$ cat src/rtl/trif_pkg.sv
package trif_pkg;
  // Strobes from control to datapath, one set per clock.
  typedef struct packed {
    logic clear;     // discard history
    logic accept;    // take sampleIn this cycle
    logic subtract;  // delay-line tap holds a fresh sample
    logic emit;      // result completes a full window
  } trifStrobe_t;
endpackage

$ cat src/rtl/trif_boxcar.sv
module trif_boxcar
  import trif_pkg::*;
#(
  parameter int DATA_W = 16,
  parameter int MAX_M  = 7,
  parameter int M_W    = 3
) (
  input  logic                     clk,
  input  logic                     rst_n,
  input  trifStrobe_t              strobe,
  input  logic [M_W-1:0]           shiftM,
  input  logic signed [DATA_W-1:0] dIn,
  output logic signed [DATA_W-1:0] avgOut
);
  localparam int DEPTH = 1 << MAX_M;
  localparam int ACC_W = DATA_W + MAX_M;

  logic signed [DATA_W-1:0] taps [DEPTH];
  logic signed [ACC_W-1:0]  runSum;
  logic signed [DATA_W-1:0] oldest;
  logic signed [ACC_W:0]    sumNext;
  logic signed [ACC_W:0]    scaled;
  logic [MAX_M-1:0]         tapIdx;

  always_comb begin
    tapIdx  = MAX_M'((32'd1 << shiftM) - 32'd1);
    oldest  = strobe.subtract ? taps[tapIdx] : '0;
    sumNext = (ACC_W+1)'(runSum) + (ACC_W+1)'(dIn) - (ACC_W+1)'(oldest);
    scaled  = sumNext >>> shiftM;
    avgOut  = scaled[DATA_W-1:0];
  end

  always_ff @(posedge clk) begin
    if (!rst_n || strobe.clear) runSum <= '0;
    else if (strobe.accept)     runSum <= sumNext[ACC_W-1:0];
  end

  // Delay line needs no clearing: the tap is gated until N fresh samples exist.
  always_ff @(posedge clk) begin
    if (strobe.accept) begin
      taps[0] <= dIn;
      for (int i = 1; i < DEPTH; i++) taps[i] <= taps[i-1];
    end
  end

  p_no_overflow_r7: assert property (@(posedge clk) disable iff (!rst_n)
    strobe.accept |-> (sumNext[ACC_W] == sumNext[ACC_W-1]));
endmodule

$ cat src/rtl/trif_ctrl.sv
module trif_ctrl
  import trif_pkg::*;
#(
  parameter int MAX_M = 7,
  parameter int M_W   = 3
) (
  input  logic           clk,
  input  logic           rst_n,
  input  logic           sampleValid,
  input  logic [M_W-1:0] lenSel,
  output trifStrobe_t    strobe,
  output logic [M_W-1:0] curM
);
  localparam int CNT_W = MAX_M + 1;

  logic [CNT_W-1:0] fillCnt;
  logic [31:0]      lenN;
  logic [31:0]      fullCnt;

  always_comb begin
    lenN            = 32'd1 << curM;
    fullCnt         = (lenN << 1) - 32'd1;
    strobe.clear    = (lenSel != curM);
    strobe.accept   = sampleValid && !strobe.clear;
    strobe.subtract = (32'(fillCnt) >= lenN);
    strobe.emit     = strobe.accept && ((32'(fillCnt) + 32'd1) >= fullCnt);
  end

  always_ff @(posedge clk) begin
    if (!rst_n) begin
      curM    <= '0;
      fillCnt <= '0;
    end else if (strobe.clear) begin
      curM    <= lenSel;
      fillCnt <= '0;
    end else if (strobe.accept && (32'(fillCnt) < fullCnt)) begin
      fillCnt <= fillCnt + 1'b1;
    end
  end

  p_len_range_r2: assert property (@(posedge clk) disable iff (!rst_n)
    32'(lenSel) <= MAX_M);
  p_follow_len_r5: assert property (@(posedge clk) disable iff (!rst_n)
    strobe.clear |=> (curM == $past(lenSel) && fillCnt == '0));
  p_fill_cap_r4: assert property (@(posedge clk) disable iff (!rst_n)
    32'(fillCnt) <= fullCnt);
  p_emit_full_r4: assert property (@(posedge clk) disable iff (!rst_n)
    strobe.emit |=> (32'(fillCnt) == fullCnt));
endmodule

$ cat src/rtl/trif_datapath.sv
module trif_datapath
  import trif_pkg::*;
#(
  parameter int DATA_W = 16,
  parameter int MAX_M  = 7,
  parameter int M_W    = 3
) (
  input  logic                     clk,
  input  logic                     rst_n,
  input  trifStrobe_t              strobe,
  input  logic [M_W-1:0]           curM,
  input  logic signed [DATA_W-1:0] sampleIn,
  output logic signed [DATA_W-1:0] filtOut,
  output logic                     filtValid
);
  localparam int STAGES = 2;

  logic [STAGES:0][DATA_W-1:0] chain;

  assign chain[0] = sampleIn;

  for (genvar g = 0; g < STAGES; g++) begin : g_stage
    logic signed [DATA_W-1:0] stageOut;
    trif_boxcar #(.DATA_W(DATA_W), .MAX_M(MAX_M), .M_W(M_W)) u_box (
      .clk    (clk),
      .rst_n  (rst_n),
      .strobe (strobe),
      .shiftM (curM),
      .dIn    ($signed(chain[g])),
      .avgOut (stageOut)
    );
    assign chain[g+1] = stageOut;
  end

  always_ff @(posedge clk) begin
    if (!rst_n || strobe.clear) begin
      filtOut   <= '0;
      filtValid <= 1'b0;
    end else begin
      filtValid <= strobe.emit;
      if (strobe.accept) filtOut <= $signed(chain[STAGES]);
    end
  end

  p_hold_idle_r8: assert property (@(posedge clk) disable iff (!rst_n)
    (!strobe.accept && !strobe.clear) |=> ($stable(filtOut) && !filtValid));
  p_clear_out_r5: assert property (@(posedge clk) disable iff (!rst_n)
    strobe.clear |=> (filtOut == '0 && !filtValid));
endmodule

$ cat src/rtl/tri_window_filter.sv
module tri_window_filter
  import trif_pkg::*;
#(
  parameter int DATA_W = 16,
  parameter int MAX_M  = 7,
  parameter int M_W    = $clog2(MAX_M + 1)
) (
  input  logic                     clk,
  input  logic                     rst_n,
  input  logic                     sampleValid,
  input  logic signed [DATA_W-1:0] sampleIn,
  input  logic [M_W-1:0]           lenSel,
  output logic signed [DATA_W-1:0] filtOut,
  output logic                     filtValid
);
  trifStrobe_t    strobe;
  logic [M_W-1:0] curM;

  trif_ctrl #(.MAX_M(MAX_M), .M_W(M_W)) u_ctrl (
    .clk         (clk),
    .rst_n       (rst_n),
    .sampleValid (sampleValid),
    .lenSel      (lenSel),
    .strobe      (strobe),
    .curM        (curM)
  );

  trif_datapath #(.DATA_W(DATA_W), .MAX_M(MAX_M), .M_W(M_W)) u_dp (
    .clk       (clk),
    .rst_n     (rst_n),
    .strobe    (strobe),
    .curM      (curM),
    .sampleIn  (sampleIn),
    .filtOut   (filtOut),
    .filtValid (filtValid)
  );

  p_valid_after_sample_r3: assert property (@(posedge clk) disable iff (!rst_n)
    filtValid |-> $past(sampleValid));
  p_reset_quiet_r1: assert property (@(posedge clk)
    $past(!rst_n) |-> (filtOut == '0 && !filtValid));
endmodule

$ cat config.mk
export PLATFORM = sky130hd
export DESIGN_NAME = tri_window_filter
export DESIGN_NICKNAME = d
export VERILOG_FILES = /design/src/rtl/trif_pkg.sv /design/src/rtl/trif_boxcar.sv /design/src/rtl/trif_ctrl.sv /design/src/rtl/trif_datapath.sv /design/src/rtl/tri_window_filter.sv
export SDC_FILE = /design/constraint.sdc
export NUM_CORES = 2
export LEC_CHECK = 0
export BUFFER_PORTS_ARGS = -buffer_cell sky130_fd_sc_hd__buf_4
export CORE_MARGIN = 10
export CORE_UTILIZATION = 55
export CTS_BUF_LIST = sky130_fd_sc_hd__clkbuf_4 sky130_fd_sc_hd__clkbuf_8
export CTS_CLUSTER_SIZE = 12
export DETAILED_ROUTE_END_ITERATION = 6
export PLACE_DENSITY = 0.78
export SLEW_MARGIN = 20
export SYNTH_ARGS = -nofsm -noshare
export SYNTH_HDL_FRONTEND = slang
export SYNTH_SLANG_ARGS = --single-unit
$ cat constraint.sdc
create_clock -name clk -period 164.6 [get_ports clk]
set_clock_uncertainty 0.05 [all_clocks]
set_input_delay 32.92 -clock clk [delete_from_list [all_inputs] [get_ports clk]]
set_output_delay 32.92 -clock clk [all_outputs]
set_load 0.01 [all_outputs]
# After elaboration in Yosys (flattened, before gate mapping)
# Memories as Yosys holds them, arrays and structs flattened.
# Cells that the tools add are included.
# Widths: inputs -> output; s select.
# word_totals
reg_bits	74
ramBits	4096
input_bits	22
elab_cells	35
memories	2
# memory_table
memory	words	width	rd	rd_ports_with_merged_regs	write_ports	line	rtl
u_dp.g_stage[0].u_box.taps	128	16	128	0	128	trif_boxcar.sv:18	logic signed [DATA_W-1:0] taps [DEPTH];
u_dp.g_stage[1].u_box.taps	128	16	128	0	128	trif_boxcar.sv:18	
# op_classes
n_addsub	8
n_lt_le_gt_ge	3
eq_ne	1
shift	3
muxes	4
bitwise	1
n_reduce_logical	7
# op_table
op	count
$add 23x16->24	2
$sshr 24x3->16	2
$sub 24x16->24	2
$ge 32x32->1	1
$ge 8x32->1	1
$lt 8x32->1	1
$mux 16	2
$shl 1x3->32 const A	1
$sub 32x1->32 const B	1
$add 8x1->9 const B	1
$add 8x1->8 const B	1
$sub 7x1->7 const B	1
$logic_and 1x1->1	3
$ne 3x3->1	1
$logic_not 1->1	2
$mux 1	2
$reduce_or 2->1	1
$logic_or 1x1->1	1
$not 1->1	1

# Longest topological paths before layout
# An unclocked memory read counts as a cell.
# logic_depth
ltp_word	9
mapped_depth	47
ltp_nobuf	42

# By module
# From an unflattened synthesis, not the netlist that was laid out.
# hier_totals
cells_unflattened	6440
area_unflattened_um2	148691.4
# by_module_without_submodules
module	instances	cells_each	area_each_um2	seq_area_each_um2
trif_boxcar at u_dp.g_stage[0].u_box	1	3085	73525.5	61959.4
trif_boxcar at u_dp.g_stage[1].u_box	1	3135	73241.5	61959.4
trif_ctrl	1	164	1302.5	220.2
trif_datapath	1	56	621.8	340.3

# Worst setup path before layout
# Ideal clock, no wire load.
# synth_timing
path_kind	input port to flip-flop
startpoint	input port lenSel[2]
endpoint	register u_dp.filtOut[13]
setup_time_ps	4502
t_arrival_ps	145971
path_slack_ps	14077
cell_stages	7
path_cell_list	xor2_1 -> nor3_1 -> nand2_1 -> inv_1 -> clkbuf_1 -> buf_1 -> a31oi_1
# synth_rtl
element	line	rtl
start, declared	tri_window_filter.sv:12	input logic [M_W-1:0] lenSel,
end signal, assigned	trif_datapath.sv:41	if (strobe.accept) filtOut <= $signed(chain[STAGES]);
end, declared	trif_datapath.sv:13	output logic signed [DATA_W-1:0] filtOut,

# Final worst setup path
# layout_timing
startpoint	input port sampleIn[1]
endpoint	register u_dp.filtOut[15]
# layout_between
elab_chain_cells	6
# layout_lines
element	line	rtl
start, declared	tri_window_filter.sv:11	input logic signed [DATA_W-1:0] sampleIn,
$add 23x16->24	trif_boxcar.sv:28	sumNext = (ACC_W+1)'(runSum) + (ACC_W+1)'(dIn) - (ACC_W+1)'(oldest);
$sub 24x16->24	trif_boxcar.sv:28	
$sshr 24x3->16	trif_boxcar.sv:29	scaled = sumNext >>> shiftM;
$add 23x16->24	trif_boxcar.sv:28	
$sub 24x16->24	trif_boxcar.sv:28	
$sshr 24x3->16	trif_boxcar.sv:29	
# Every way passes these cells.
# A chain may end at the register's enable or synchronous reset.

==> results.yml <==
floorplanning:
  die_y_um: 550
  core_area_mm2: 0.280
  die_area_mm2: 0.303
  row_count: 194
  initial_core_util: 0.553
  ios: 39
  die-width_um: 550
global_routing:
  grt_max_degree: 222
  globalRouteOverflowTotal: 0
  grt_pass1_wl_um: 441000
  track_usage: 0.186
  antenna_found_initial: 10
  grt_pass1_vias: 72200
worst_setup_path:
  crit_fanout: 11
  cp_slowest_cell: "fa_1"
  crit_path_max_incr_delay_ps: 800
  timing.critical_path.buf_inv: 4
  path_delay_family: "compound AO/OA/AOI/OAI gates"
  crit_required_ps: 165640
  path_class: "input port to flip-flop"
  cp_data_arrival_time_ps: 40780
  startpoint_type: "input port"
  end_kind: "flip-flop"
yosys:
  avgSynthCellArea_um2: 22.2
  ys_ff_latch: 4170
  synth_top_family_by_area: "multiplexers"
  muxShareOfSynthArea: 0.128
  synth_edf_count: 4096
  async_reset_ff_frac: 0
  yosysWarnings: 0
  ys_seq_area_frac: 0.804
  synthFlopType: "edfxtp_1"
  synth_cell_types: 80
  syn_area_mm2: 0.155
  synthSimpleGateAreaFrac: 0.0225
  syn_nets: 7094
  synth_fa_ha_area_frac: 0.0114
  synth_compound_area_frac: 0.0180
  synth_cells: 6958
  synth-xor-area-share: 0.00344
power_and_ir_drop:
  peakVddDrop_mv: 0.0123
  finalPower_uw: 2360
  powerDensity_mw_per_mm2: 13.7
  p_leak_uw: 0.0550
clock_tree:
  cts_buffers: 623
  cts.repair.resized: 0
  clock-sinks: 4170
  htreeDepth: 6
  cts_hold_buf: 0
  cts-root-buf: "clkbuf_8"
  cts_tree: "yes"
  clock_latency_ps: 1170
  cts_buffer_depth: 4
  clk_pin_slew_ps: 60
  post_cts_buffers: 0
placement:
  routabilityCongestion: 0.844
  post_dp_cell_area_mm2: 0.159
  post-dp-hpwl_um: 159000
  dp_cells: 10500
  port_buffers: 38
cells_and_area:
  area_growth_pct: 10.9
  mostFrequentLayoutCell: "edfxtp_1"
  drive_above_1_share: 0.250
  final_cell_mix: "4096 x edfxtp_1, 831 x mux4_2, 635 x clkbuf_8"
  fin_area_mm2: 0.172
  finalNonFillerCells: 11600
  fin_nets: 7569
sta:
  period_needed_ps: 39740
  fmax_mhz: 25.2
  worstMarginPinSlew_ps: 1290
  final_hold_viol_count: 0
  maxSlewViolCount: 0
  min_period_over_period: 0.241
  maxSlewHeadroom: 0.139
  rsz0062_at_grt: "no"
  setup_viol: 0
  final.setup.tns_ps: 0
run:
  drv_cap: 0
detailed_routing:
  via_per_inst: 6.04
  detail_route.wl_per_cell_um: 24.5
  first_iter_violations: 8504
  drtAntennaViolNets: 0
  drc_errors: 0
  routed_wl_um: 285000
  vias: 70300
  drt_pass1_iterations: 6
status:
  status: "complete, no violations"
min_path:
  hold_class: "flip-flop to flip-flop"
[registers in the layout, summed over array words and instances (netlist names)]
name,cells
u_dp.g_stage.u_box.taps,4096
u_dp.g_stage.u_box.runSum,46
u_dp.filtValid,1
u_ctrl.fillCnt,8
u_dp.filtOut,16
u_ctrl.curM,3
[report_power, final]
group | switching, µW | total, µW | internal, µW
Clock | 396 | 822 | 427
Sequential | 13.5 | 1210 | 1200
Combinational | 194 | 328 | 133
Total | 604 | 2360 | 1760
[cells by family (layout without fill, tap and decap cells)]
group / count (synthesis) / in the layout
fa+ha+maj: 115 / 115
compound gates: 417 / 417
buf+inv: 460 / 1414
xor+xnor: 60 / 60
simple gates: 807 / 807
other cells: 0 / 7
mux: 929 / 929
flops: 4170 / 4170
[path summary, 6_finish.rpt]
kind / cells past startpoint / to / slack, ps / startpoint
setup reg to reg: 41 / u_dp.filtOut[15] / 150560 / u_ctrl.curM[2]
hold reg to reg: 0 / u_dp.g_stage[1].u_box.taps[97][13] / 340 / u_dp.g_stage[1].u_box.taps[96][13]
setup / recovery: 26 / u_dp.filtOut[15] / 124860 / sampleIn[1]
hold / removal: 0 / u_dp.g_stage[1].u_box.taps[97][13] / 340 / u_dp.g_stage[1].u_box.taps[96][13]
[metal layers]
layer / part of all wire / global-route usage / vias to the layer above
met3: 0.071 / 0.0323 / 532
met2: 0.47 / 0.283 / 3162
met4: 0.034 / 0.0705 / 2
li1: - / - / 29700
met1: 0.42 / 0.275 / 36900
met5: 0.000046 / 0 / -
[metrics by stage]
| stage | hold WS [ps] | util | setup WS, ps |
|---|---|---|---|
| global placement | 350 | 0.570 | 123910 |
| CTS | 331 | 0.613 | 125100 |
| detailed placement | 355 | 0.570 | 123930 |
| floorplan | 350 | - | 14080 |
| global route | 326 | 0.614 | 124690 |
| finish | 340 | 0.614 | 124860 |
[area by class of cell]
| class | instances | area, µm² |
|---|---|---|
| Antenna cell | 7 | 17.5 |
| Timing Repair Buffer | 161 | 1420 |
| Fill cell | 18100 | 108000 |
| Inverter | 149 | 587 |
| Clock inverter | 269 | 1850 |
| Multi-Input combinational cell | 2328 | 28400 |
| Clock buffer | 835 | 10200 |
| Tap cell | 3724 | 4660 |
| Sequential cell | 4170 | 124000 |
[synthesized netlist by cell type (4+ instances only)]
library cell / n / share of area
o21ai_0: 51 / 0.0016
o21a_1: 12 / 0.00058
edfxtp_1: 4096 / 0.79
fa_1: 44 / 0.0057
a211oi_1: 37 / 0.0018
o31ai_1: 5 / 0.00024
mux2_2: 13 / 0.00095
nand3_1: 114 / 0.0037
nor2_1: 159 / 0.0039
a311o_1: 16 / 0.0010
o211a_1: 4 / 0.00026
a22oi_1: 4 / 0.00019
a31oi_1: 41 / 0.0017
clkbuf_1: 177 / 0.0043
buf_2: 63 / 0.0020
xnor2_1: 30 / 0.0017
nand3b_1: 4 / 0.00019
inv_1: 144 / 0.0035
o211ai_1: 48 / 0.0023
o22ai_1: 7 / 0.00028
nand2b_1: 9 / 0.00036
ha_1: 70 / 0.0057
mux4_2: 831 / 0.12
and3_1: 44 / 0.0018
nand4_1: 6 / 0.00024
a21o_1: 20 / 0.00097
buf_4: 34 / 0.0016
buf_1: 37 / 0.00090
dfxtp_1: 74 / 0.0096
nor2b_1: 6 / 0.00024
xor2_1: 29 / 0.0016
and2_1: 4 / 0.00016
mux2i_1: 82 / 0.0053
nor3_1: 20 / 0.00065
a21oi_1: 121 / 0.0039
a211o_1: 5 / 0.00028
a311oi_1: 15 / 0.00085
nand2_1: 421 / 0.010
No activity file was read; power rests on OpenSTA's default activity.
